`src/rtl/pwm_conv_pkg.sv`:
```
package pwm_conv_pkg;

  typedef enum logic [1:0] {
    PH_IDLE   = 2'd0,
    PH_SAMPLE = 2'd1,
    PH_TRACK  = 2'd2
  } conv_phase_e;

endpackage

```
`src/rtl/pwm_conv_ctrl.sv`:
```
module pwm_conv_ctrl
  import pwm_conv_pkg::*;
#(
  parameter int SMP_W   = 12,
  parameter int SEL_W   = 4,
  parameter int RES_MIN = 6,
  parameter int RES_MAX = 14,
  parameter int IDX_W   = 4
) (
  input  logic             clk,
  input  logic             rst,
  input  logic             start_i,
  input  logic             cmp_i,
  input  logic [SMP_W-1:0] smp_len_i,
  input  logic [SEL_W-1:0] res_sel_i,
  input  logic             slot_end_i,
  input  logic             last_slot_i,
  output logic             sw_o,
  output logic             drive_o,
  output logic             track_go_o,
  output logic             tracking_o,
  output logic [IDX_W-1:0] res_idx_o
);

  conv_phase_e      ph_q;
  logic [SMP_W-1:0] smp_cnt_q;
  logic [SEL_W-1:0] sel_clamped;
  logic [IDX_W-1:0] res_idx_n;

  // range limit on the requested exponent
  always_comb begin
    if (res_sel_i < SEL_W'(RES_MIN))
      sel_clamped = SEL_W'(RES_MIN);
    else if (res_sel_i > SEL_W'(RES_MAX))
      sel_clamped = SEL_W'(RES_MAX);
    else
      sel_clamped = res_sel_i;
    res_idx_n = IDX_W'(sel_clamped - SEL_W'(RES_MIN));
  end

  assign track_go_o = (ph_q == PH_SAMPLE) && (smp_cnt_q == '0);
  assign tracking_o = (ph_q == PH_TRACK);

  always_ff @(posedge clk) begin
    if (rst) begin
      ph_q      <= PH_IDLE;
      smp_cnt_q <= '0;
      sw_o      <= 1'b0;
      drive_o   <= 1'b0;
      res_idx_o <= '0;
    end else begin
      unique case (ph_q)
        PH_IDLE: begin
          if (start_i) begin
            ph_q      <= PH_SAMPLE;
            sw_o      <= 1'b1;
            smp_cnt_q <= (smp_len_i == '0) ? '0 : smp_len_i - 1'b1;
            res_idx_o <= res_idx_n;
          end
        end
        PH_SAMPLE: begin
          if (smp_cnt_q == '0) begin
            ph_q    <= PH_TRACK;
            sw_o    <= 1'b0;
            drive_o <= cmp_i;
          end else begin
            smp_cnt_q <= smp_cnt_q - 1'b1;
          end
        end
        PH_TRACK: begin
          if (slot_end_i) begin
            if (last_slot_i) begin
              ph_q    <= PH_IDLE;
              drive_o <= 1'b0;
            end else begin
              drive_o <= cmp_i;
            end
          end
        end
        default: ph_q <= PH_IDLE;
      endcase
    end
  end

endmodule

```
`src/rtl/pwm_conv_slot_timer.sv`:
```
module pwm_conv_slot_timer #(
  parameter int SLOT_CLKS = 4,
  parameter int RES_MIN   = 6,
  parameter int RES_MAX   = 14,
  parameter int IDX_W     = 4
) (
  input  logic             clk,
  input  logic             rst,
  input  logic             track_go_i,
  input  logic             tracking_i,
  input  logic [IDX_W-1:0] res_idx_i,
  output logic             slot_end_o,
  output logic             last_slot_o
);

  localparam int SLOT_W = (SLOT_CLKS > 1) ? $clog2(SLOT_CLKS) : 1;
  localparam int N_RES  = RES_MAX - RES_MIN + 1;

  logic [SLOT_W-1:0]  slot_cnt_q;
  logic [RES_MAX-1:0] slot_idx_q;
  logic [N_RES-1:0]   term_hit;

  // one terminal-index comparator per selectable resolution
  for (genvar g = 0; g < N_RES; g++) begin : g_term
    localparam logic [RES_MAX-1:0] TERM_IDX = {RES_MAX{1'b1}} >> (RES_MAX - RES_MIN - g);
    assign term_hit[g] = (slot_idx_q == TERM_IDX);
  end

  assign slot_end_o  = tracking_i && (slot_cnt_q == '0);
  assign last_slot_o = term_hit[res_idx_i];

  always_ff @(posedge clk) begin
    if (rst) begin
      slot_cnt_q <= '0;
      slot_idx_q <= '0;
    end else if (track_go_i) begin
      slot_cnt_q <= SLOT_W'(SLOT_CLKS - 1);
      slot_idx_q <= '0;
    end else if (tracking_i) begin
      if (slot_cnt_q == '0) begin
        slot_cnt_q <= SLOT_W'(SLOT_CLKS - 1);
        slot_idx_q <= slot_idx_q + 1'b1;
      end else begin
        slot_cnt_q <= slot_cnt_q - 1'b1;
      end
    end
  end

endmodule

```
`src/rtl/pwm_conv_tally.sv`:
```
module pwm_conv_tally #(
  parameter int RES_W = 15
) (
  input  logic             clk,
  input  logic             rst,
  input  logic             clear_i,
  input  logic             slot_end_i,
  input  logic             last_slot_i,
  input  logic             drive_i,
  output logic [RES_W-1:0] result_o,
  output logic             done_o
);

  logic [RES_W-1:0] hi_q;
  logic [RES_W-1:0] hi_next;

  assign hi_next = hi_q + RES_W'(drive_i);

  always_ff @(posedge clk) begin
    if (rst) begin
      hi_q     <= '0;
      result_o <= '0;
      done_o   <= 1'b0;
    end else begin
      done_o <= 1'b0;
      if (clear_i) begin
        hi_q <= '0;
      end else if (slot_end_i) begin
        if (last_slot_i) begin
          result_o <= hi_next;
          done_o   <= 1'b1;
        end else begin
          hi_q <= hi_next;
        end
      end
    end
  end

endmodule

```
`src/rtl/pwm_track_conv.sv`:
```
module pwm_track_conv #(
  parameter int SLOT_CLKS = 4,
  parameter int SMP_W     = 12,
  parameter int SEL_W     = 4,
  parameter int RES_MIN   = 6,
  parameter int RES_MAX   = 14,
  parameter int RES_W     = RES_MAX + 1
) (
  input  logic             clk,
  input  logic             rst,
  input  logic             start_i,
  input  logic             cmp_below_i,
  input  logic [SMP_W-1:0] sample_len_i,
  input  logic [SEL_W-1:0] res_sel_i,
  output logic             sample_sw_o,
  output logic             drive_o,
  output logic [RES_W-1:0] result_o,
  output logic             done_o
);

  localparam int IDX_W = $clog2(RES_MAX - RES_MIN + 1);

  logic             track_go;
  logic             tracking;
  logic             slot_end;
  logic             last_slot;
  logic [IDX_W-1:0] res_idx;

  pwm_conv_ctrl #(
    .SMP_W  (SMP_W),
    .SEL_W  (SEL_W),
    .RES_MIN(RES_MIN),
    .RES_MAX(RES_MAX),
    .IDX_W  (IDX_W)
  ) u_ctrl (
    .clk        (clk),
    .rst        (rst),
    .start_i    (start_i),
    .cmp_i      (cmp_below_i),
    .smp_len_i  (sample_len_i),
    .res_sel_i  (res_sel_i),
    .slot_end_i (slot_end),
    .last_slot_i(last_slot),
    .sw_o       (sample_sw_o),
    .drive_o    (drive_o),
    .track_go_o (track_go),
    .tracking_o (tracking),
    .res_idx_o  (res_idx)
  );

  pwm_conv_slot_timer #(
    .SLOT_CLKS(SLOT_CLKS),
    .RES_MIN  (RES_MIN),
    .RES_MAX  (RES_MAX),
    .IDX_W    (IDX_W)
  ) u_timer (
    .clk        (clk),
    .rst        (rst),
    .track_go_i (track_go),
    .tracking_i (tracking),
    .res_idx_i  (res_idx),
    .slot_end_o (slot_end),
    .last_slot_o(last_slot)
  );

  pwm_conv_tally #(
    .RES_W(RES_W)
  ) u_tally (
    .clk        (clk),
    .rst        (rst),
    .clear_i    (track_go),
    .slot_end_i (slot_end),
    .last_slot_i(last_slot),
    .drive_i    (drive_o),
    .result_o   (result_o),
    .done_o     (done_o)
  );

endmodule

```
`config.mk`:
```
export PLATFORM = sky130hd
export DESIGN_NAME = pwm_track_conv
export DESIGN_NICKNAME = d
export VERILOG_FILES = /design/src/rtl/pwm_conv_pkg.sv /design/src/rtl/pwm_conv_ctrl.sv /design/src/rtl/pwm_conv_slot_timer.sv /design/src/rtl/pwm_conv_tally.sv /design/src/rtl/pwm_track_conv.sv
export SDC_FILE = /design/constraint.sdc
export NUM_CORES = 1
export LEC_CHECK = 0
export BUFFER_PORTS_ARGS = -buffer_cell sky130_fd_sc_hd__buf_4
export CAP_MARGIN = 20
export CORE_MARGIN = 2
export CORE_UTILIZATION = 36
export CTS_CLUSTER_DIAMETER = 200
export DETAILED_ROUTE_END_ITERATION = 8
export PLACE_DENSITY = 0.62
export SLEW_MARGIN = 20
export SYNTH_ARGS = -nofsm -noshare
export SYNTH_HDL_FRONTEND = slang
export SYNTH_SLANG_ARGS = --single-unit
```
`constraint.sdc`:
```
create_clock -name clk -period 2.85 [get_ports clk]
set_input_delay 0.285 -clock clk [delete_from_list [all_inputs] [get_ports clk]]
set_output_delay 0.285 -clock clk [all_outputs]
set_load 0.005 [all_outputs]
```
==> results.sh, run 1 <==
export IMPL_status="complete, no violations"
export IMPL_synth_edf_count=0
export IMPL_synth_mux_area_share_pct=1.10
export IMPL_hold_path_end="u_ctrl.res_idx_o[0]"
export IMPL_coreArea_um2=9770
export IMPL_synthTopCellsByCount="dfxtp_1 (67), a21oi_1 (45), nand2_1 (37), nor2_1 (37), o21ai_1 (31)"
export IMPL_synth_top_family_by_area="simple AND/OR/NAND/NOR gates"
export IMPL_swShare_pct=30.7
export IMPL_nets=521
export IMPL_rows=36
export IMPL_p_per_area_nw_per_um2=539
export IMPL_required_ns=3.09
export IMPL_dp_hpwl_um=5860
export IMPL_drc=0
export IMPL_worstPathArrival_ns=2.85
export IMPL_die_area_um2=10900
export IMPL_cts_hold_fix_buffers=0
export IMPL_cp_startpoint="u_timer.slot_idx_q[0]"
export IMPL_synth_seq_cells=67
export IMPL_post_route_min_period_ns=2.61
export IMPL_ant_nets=0
export IMPL_drt_iter0_drc=120
export IMPL_via_per_inst=5.29
export IMPL_netlist_area_um2=3640
export IMPL_grt_max_degree=36
export IMPL_synth_adder_area_share_pct=3.09
export IMPL_worst_r2r_setup_slack_ns=0.24
export IMPL_synthCells=455
export IMPL_synthDistinctLibCells=53
export IMPL_async_flop_share_pct=0
export IMPL_endpoint_kind="flip-flop"
export IMPL_setup_violations_final=0
export IMPL_synth_compound_area_share_pct=19.0
export IMPL_cts_setup_buffers=0
export IMPL_clk_pin_slew_ns=0.07
export IMPL_grt_pass1_wl_um=14600
export IMPL_r2r_cells=8
export IMPL_fin_crit_sh_pct=91.5
export IMPL_power_frac_seq_pct=44.8
export IMPL_grt_ovfl_total=0
export IMPL_max_slew_margin_pct=45.2
export IMPL_clock_sinks=67
export IMPL_fmax_mhz=383
export IMPL_cts_buffer_depth=2
export IMPL_die_width_um=105
export IMPL_max_slew_worst_pin_slew_ns=0.822
export IMPL_diodes=0
export IMPL_gp_congestion=0.867
export IMPL_clkLatencyLatePin_ns=0.35
export IMPL_hold_path_class="primary input to flip-flop"
export IMPL_num_io_pins=38
export IMPL_port_buffers=37
export IMPL_hold_violations=0
export IMPL_p_switching_mw=0.712
export IMPL_start_kind="flip-flop"
export IMPL_routedWlPerCell_um=13.3
export IMPL_cp_max_fo=19
export IMPL_synth_top_area_share_pct=36.8
export IMPL_combPwrFrac_pct=20.6
export IMPL_grt_use_total_pct=16.0
export IMPL_synth_xor_area_share_pct=9.38
export IMPL_cts_resized=0
export IMPL_via_count=3332
export IMPL_wl_um=8400
export IMPL_fin_worst_skew_ns=0.0140
export IMPL_r2r_end="u_tally.result_o[14]"
export IMPL_drive_above_1_share_pct=14.3
export IMPL_ys_seq_area_share_pct=36.8
export IMPL_synth_warnings=0
export IMPL_postSynthNetCount=484
export IMPL_fin_setup_tns_ns=0
export IMPL_clockRootBuffer="clkbuf_8"
export IMPL_grt_antenna_before_repair=0
export IMPL_area_growth_pct=18.0
export IMPL_hp_start="res_sel_i[0]"
export IMPL_synth_area_leaders="dfxtp_1 (37%), a21oi_1 (6.2%), xor2_1 (5.1%), xnor2_1 (4.3%), o21ai_1 (4.3%)"
export IMPL_drv_cap=0
export IMPL_chipHeight_um=105
export IMPL_peakVddDrop_uv=263
export IMPL_cts_tree="yes"
export IMPL_crit_type="flip-flop to flip-flop"
export IMPL_synth_ff_type="dfxtp_1"
export IMPL_htree_levels=3
export IMPL_start_util_pct=37.3
export IMPL_internal_power_mw=1.61
export IMPL_drv_slew=0
export IMPL_cts_inserted_buffers=9
export IMPL_grt_pass1_vias=3183
export IMPL_power_mw=2.32
export IMPL_p_leak_nw=1.52
export IMPL_hold_depth=3
export IMPL_drt_pass1_iterations=4
export IMPL_yosysTopAreaCell="dfxtp_1"
export IMPL_r2r_start="u_timer.slot_idx_q[0]"
export IMPL_clkPwrFrac_pct=34.6
export IMPL_grt_setup_unrepaired="no"
export IMPL_yosysMostFrequentCell="dfxtp_1"
export IMPL_synth_simple_area_share_pct=26.3
export IMPL_synth_avg_cell_area_um2=8.00
## through the flow
step                      setup slack, ns  utilization (%)  hold WS, ns  instances  instance area, um^2
after floorplan                     0.568                -        0.437        455                 3640
final                               0.242             44.0        0.225        630                 4300
after detailed placement            0.240             41.9        0.456        614                 4100
after global placement              0.314             41.8        0.447        613                 4080
after CTS                           0.233             44.0        0.218        630                 4300
after global routing               0.0136             44.0        0.227        630                 4300
## layout make-up
type,count,area (um^2)
clock buffer,10,138
sequential,67,1340
clock inverter,6,63.8
timing repair buffer,49,375
inverter,15,56.3
multi-input combinational,350,2160
fill,995,5480
tap,133,166
## power by group through the flow
stage | logic [mW] | registers (mW) | clock network (mW)
global placement | 0.466 | 1.06 | 0
global route | 0.531 | 1.05 | 0.859
floorplan | 0.332 | 1.05 | 0
detailed placement | 0.472 | 1.06 | 0
finish | 0.477 | 1.04 | 0.803
CTS | 0.475 | 1.04 | 0.828
## worst max-delay path by stage
stage / end / cells past startpoint / slack, ns
after floorplan: u_tally.hi_q[10] / 9 / 0.57
after global placement: u_tally.hi_q[2] / 7 / 0.31
after detailed placement: u_tally.result_o[14] / 8 / 0.24
after CTS: u_tally.result_o[14] / 8 / 0.23
after global routing: u_tally.hi_q[12] / 8 / 0.01
final: u_tally.result_o[14] / 8 / 0.24
## layout by cell type (no fill, tap or decap), types with 3 or more instances in the layout
cell / instances
a21oi_1: 45
nand2_1: 37
mux2i_1: 4
nand2b_1: 8
nor3b_1: 3
xnor2_1: 18
nand3_1: 20
xor2_1: 21
dfxtp_1: 67
nor4_1: 4
o21ai_1: 31
nor2_1: 37
nand3b_1: 3
clkbuf_8: 10
or3_1: 24
or4_1: 6
ha_1: 9
o31ai_1: 4
and3_1: 6
nor3_1: 13
o22ai_1: 6
inv_1: 13
o32ai_1: 4
buf_4: 48
nor2b_1: 5
nand4_1: 8
o21ai_0: 8
## per-layer routing
metal  wire, um  vias to the layer above  GRT usage, %
li1           -                     1706             -
met1       4010                     1556          19.8
met2       3890                       59          27.4
met3        408                       11          4.30
met4         89                        0          4.25
met5          0                        -             0
## critical path, cell delays in order (launching register included)
cell and delay [ns]:
dfxtp_1 0.37, ha_1 0.23, nand2_1 0.16, nor4b_2 0.42, nor3b_1 0.38, a221oi_4 0.24, buf_8 0.22, or3_1 0.36
o211a_1 0.12
## cells by family (layout without fill, tap and decap cells)
logic type / count (synthesis) / count (layout)
buffers and inverters: 38 / 80
AO/OA/AOI/OAI: 115 / 115
AND/OR/NAND/NOR: 183 / 183
multiplexers: 4 / 4
adder cells (fa/ha/maj): 9 / 9
flip-flops: 67 / 67
XOR/XNOR: 39 / 39
## sequential cells by signal, summed over array words and instances, names as in the netlist
signal and flops:
u_tally.hi_q 15, u_tally.result_o 15, u_timer.slot_idx_q 14, u_ctrl.smp_cnt_q 12, u_ctrl.res_idx_o 4, u_ctrl.ph_q 2
u_timer.slot_cnt_q 2, u_ctrl.drive_o 1, u_ctrl.sw_o 1, u_tally.done_o 1
No activity file was read; power rests on OpenSTA's default activity.
==> run 2, diff against run 1 <==
--- a/config.mk
+++ b/config.mk
@@ -9,10 +9,10 @@
 export CAP_MARGIN = 20
 export CORE_MARGIN = 2
 export CORE_UTILIZATION = 36
+export CTS_BUF_LIST = sky130_fd_sc_hd__clkbuf_2
 export CTS_CLUSTER_DIAMETER = 200
 export DETAILED_ROUTE_END_ITERATION = 8
 export PLACE_DENSITY = 0.62
-export SLEW_MARGIN = 20
 export SYNTH_ARGS = -nofsm -noshare
 export SYNTH_HDL_FRONTEND = slang
 export SYNTH_SLANG_ARGS = --single-unit
==> run 2 against run 1 <==
Via count about the same. Clock power decreased by 32%. Critical path depth decreased by 1. Sequential cell count unchanged. Critical endpoint is now u_tally.result_o[2]. Largest cell class unchanged. Largest power group unchanged. Highest routed layer unchanged.
==> results.sh, run 2 (synthesis results as in run 1) <==
export IMPL_cts_hold_fix_buffers=0
export IMPL_coreArea_um2=9770
export IMPL_chipHeight_um=105
export IMPL_clock_sinks=67
export IMPL_via_count=3333
export IMPL_max_slew_worst_pin_slew_ns=0.760
export IMPL_use_met3_pct=4.80
export IMPL_die_area_um2=10900
export IMPL_gr_usage_met1_pct=20.1
export IMPL_p_leak_nw=1.49
export IMPL_fin_worst_skew_ns=0.0351
export IMPL_drt_pass1_iterations=4
export IMPL_wl_um=8420
export IMPL_clkLatencyLatePin_ns=0.50
export IMPL_max_slew_margin_pct=49.3
export IMPL_hold_violations=0
export IMPL_fin_setup_tns_ns=0
export IMPL_crit_family="simple AND/OR/NAND/NOR gates"
export IMPL_drv_slew=0
export IMPL_worstPathArrival_ns=3.05
export IMPL_routedWlPerCell_um=13.4
export IMPL_gp_congestion=0.867
export IMPL_drv_cap=0
export IMPL_die_width_um=105
export IMPL_dpl_cell_area_um2=4080
export IMPL_num_io_pins=38
export IMPL_fin_crit_sh_pct=92.5
export IMPL_cp_cell_sequence="or3_1, or4_1, nor3b_1, a221oi_4, buf_8, or3_1, a21oi_1"
export IMPL_start_kind="flip-flop"
export IMPL_cts_resized=0
export IMPL_dp_hpwl_um=5830
export IMPL_grt_pass1_wl_um=14800
export IMPL_post_route_min_period_ns=2.63
export IMPL_setup_violations_final=0
export IMPL_fin_ws_ns=0.215
export IMPL_crit_type="flip-flop to flip-flop"
export IMPL_drt_iter0_drc=119
export IMPL_stdcell_area_um2=4210
export IMPL_endpoint_kind="flip-flop"
export IMPL_ant_nets=0
export IMPL_clk_pin_slew_ns=0.19
export IMPL_reg_largest_list="u_tally.hi_q x15, u_tally.result_o x15, u_timer.slot_idx_q x14"
export IMPL_grt_pass1_vias=3270
export IMPL_via_per_inst=5.29
export IMPL_cts_tree="yes"
export IMPL_grt_ovfl_total=0
export IMPL_grt_max_degree=37
export IMPL_htree_levels=3
export IMPL_pre_cts_slack_ns=0.267
export IMPL_instances_no_fill=630
export IMPL_grt_setup_unrepaired="no"
export IMPL_grt_antenna_before_repair=0
export IMPL_drc=0
export IMPL_cp_max_fo=19
export IMPL_grt_use_total_pct=16.2
export IMPL_fmax_mhz=380
export IMPL_diodes=0
export IMPL_power_mw=2.06
export IMPL_drive_above_1_share_pct=14.1
export IMPL_nets=521
export IMPL_cts_inserted_buffers=9
export IMPL_layout_common_cells="dfxtp_1 (67), buf_4 (48), a21oi_1 (45), nor2_1 (37), nand2_1 (37)"
export IMPL_path_buf_inv=1
export IMPL_cpPeakStageDelay_ns=0.44
export IMPL_area_growth_pct=15.5
export IMPL_start_util_pct=37.3
export IMPL_port_buffers=37
export IMPL_cts_setup_buffers=0
export IMPL_required_ns=3.27
export IMPL_use_met2_pct=27.5
export IMPL_dp_cells=613
export IMPL_p_per_area_nw_per_um2=490
export IMPL_peakVddDrop_uv=192
export IMPL_hold_path_class="primary input to flip-flop"
export IMPL_path_common_cell="or3_1"
export IMPL_status="complete, no violations"
export IMPL_rows=36
export IMPL_final_common_cell="dfxtp_1"
export IMPL_busiest_layer="met2"
export IMPL_crit_slowest_cell="or4_1"
export IMPL_clockRootBuffer="clkbuf_2"
export IMPL_cts_buffer_depth=2
[run 2: power breakdown]
group | internal, mW | leakage, nW | switching, mW
sequential | 0.990 | 0.543 | 0.0508
clock | 0.205 | 0.0656 | 0.343
combinational | 0.192 | 0.877 | 0.281
total | 1.39 | 1.49 | 0.675
[run 2: per-layer routing]
metal | share of wire [%] | vias to the layer above
li1 | - | 1712
met1 | 48 | 1547
met2 | 47 | 66
met3 | 4.2 | 8
met4 | 0.81 | 0
met5 | 0 | -
[run 2: final timing paths]
check,from,end,slack [ns],depth (start not counted)
hold / removal,res_sel_i[0],u_ctrl.res_idx_o[0],0.07,3
setup reg to reg,u_timer.slot_idx_q[13],u_tally.result_o[2],0.22,7
hold reg to reg,u_tally.hi_q[0],u_tally.hi_q[0],0.48,2
setup / recovery,u_timer.slot_idx_q[13],u_tally.result_o[2],0.22,7
[run 2: metrics by stage]
stage | util [%] | hold WS [ns]
3_3_place_gp | 41.8 | 0.447
2_1_floorplan | - | 0.437
3_5_place_dp | 41.8 | 0.455
5_1_grt | 43.0 | 0.0158
4_1_cts | 42.9 | 0.0395
6_report | 43.0 | 0.0743
[run 2: area by class of cell]
class / count / area (um^2)
fill: 1036 / 5570
multi-input combinational: 350 / 2160
sequential: 67 / 1340
timing repair buffer: 49 / 375
tap: 133 / 166
inverter: 15 / 56.3
clock buffer: 11 / 55.1
clock inverter: 5 / 53.8
[run 2: worst register-to-register path, stage by stage (launching register included)]
cell      delay (ns)
dfxtp_1         0.39
or3_1           0.41
or4_1           0.44
nor3b_1         0.36
a221oi_4        0.23
buf_8           0.22
or3_1           0.37
a21oi_1         0.14
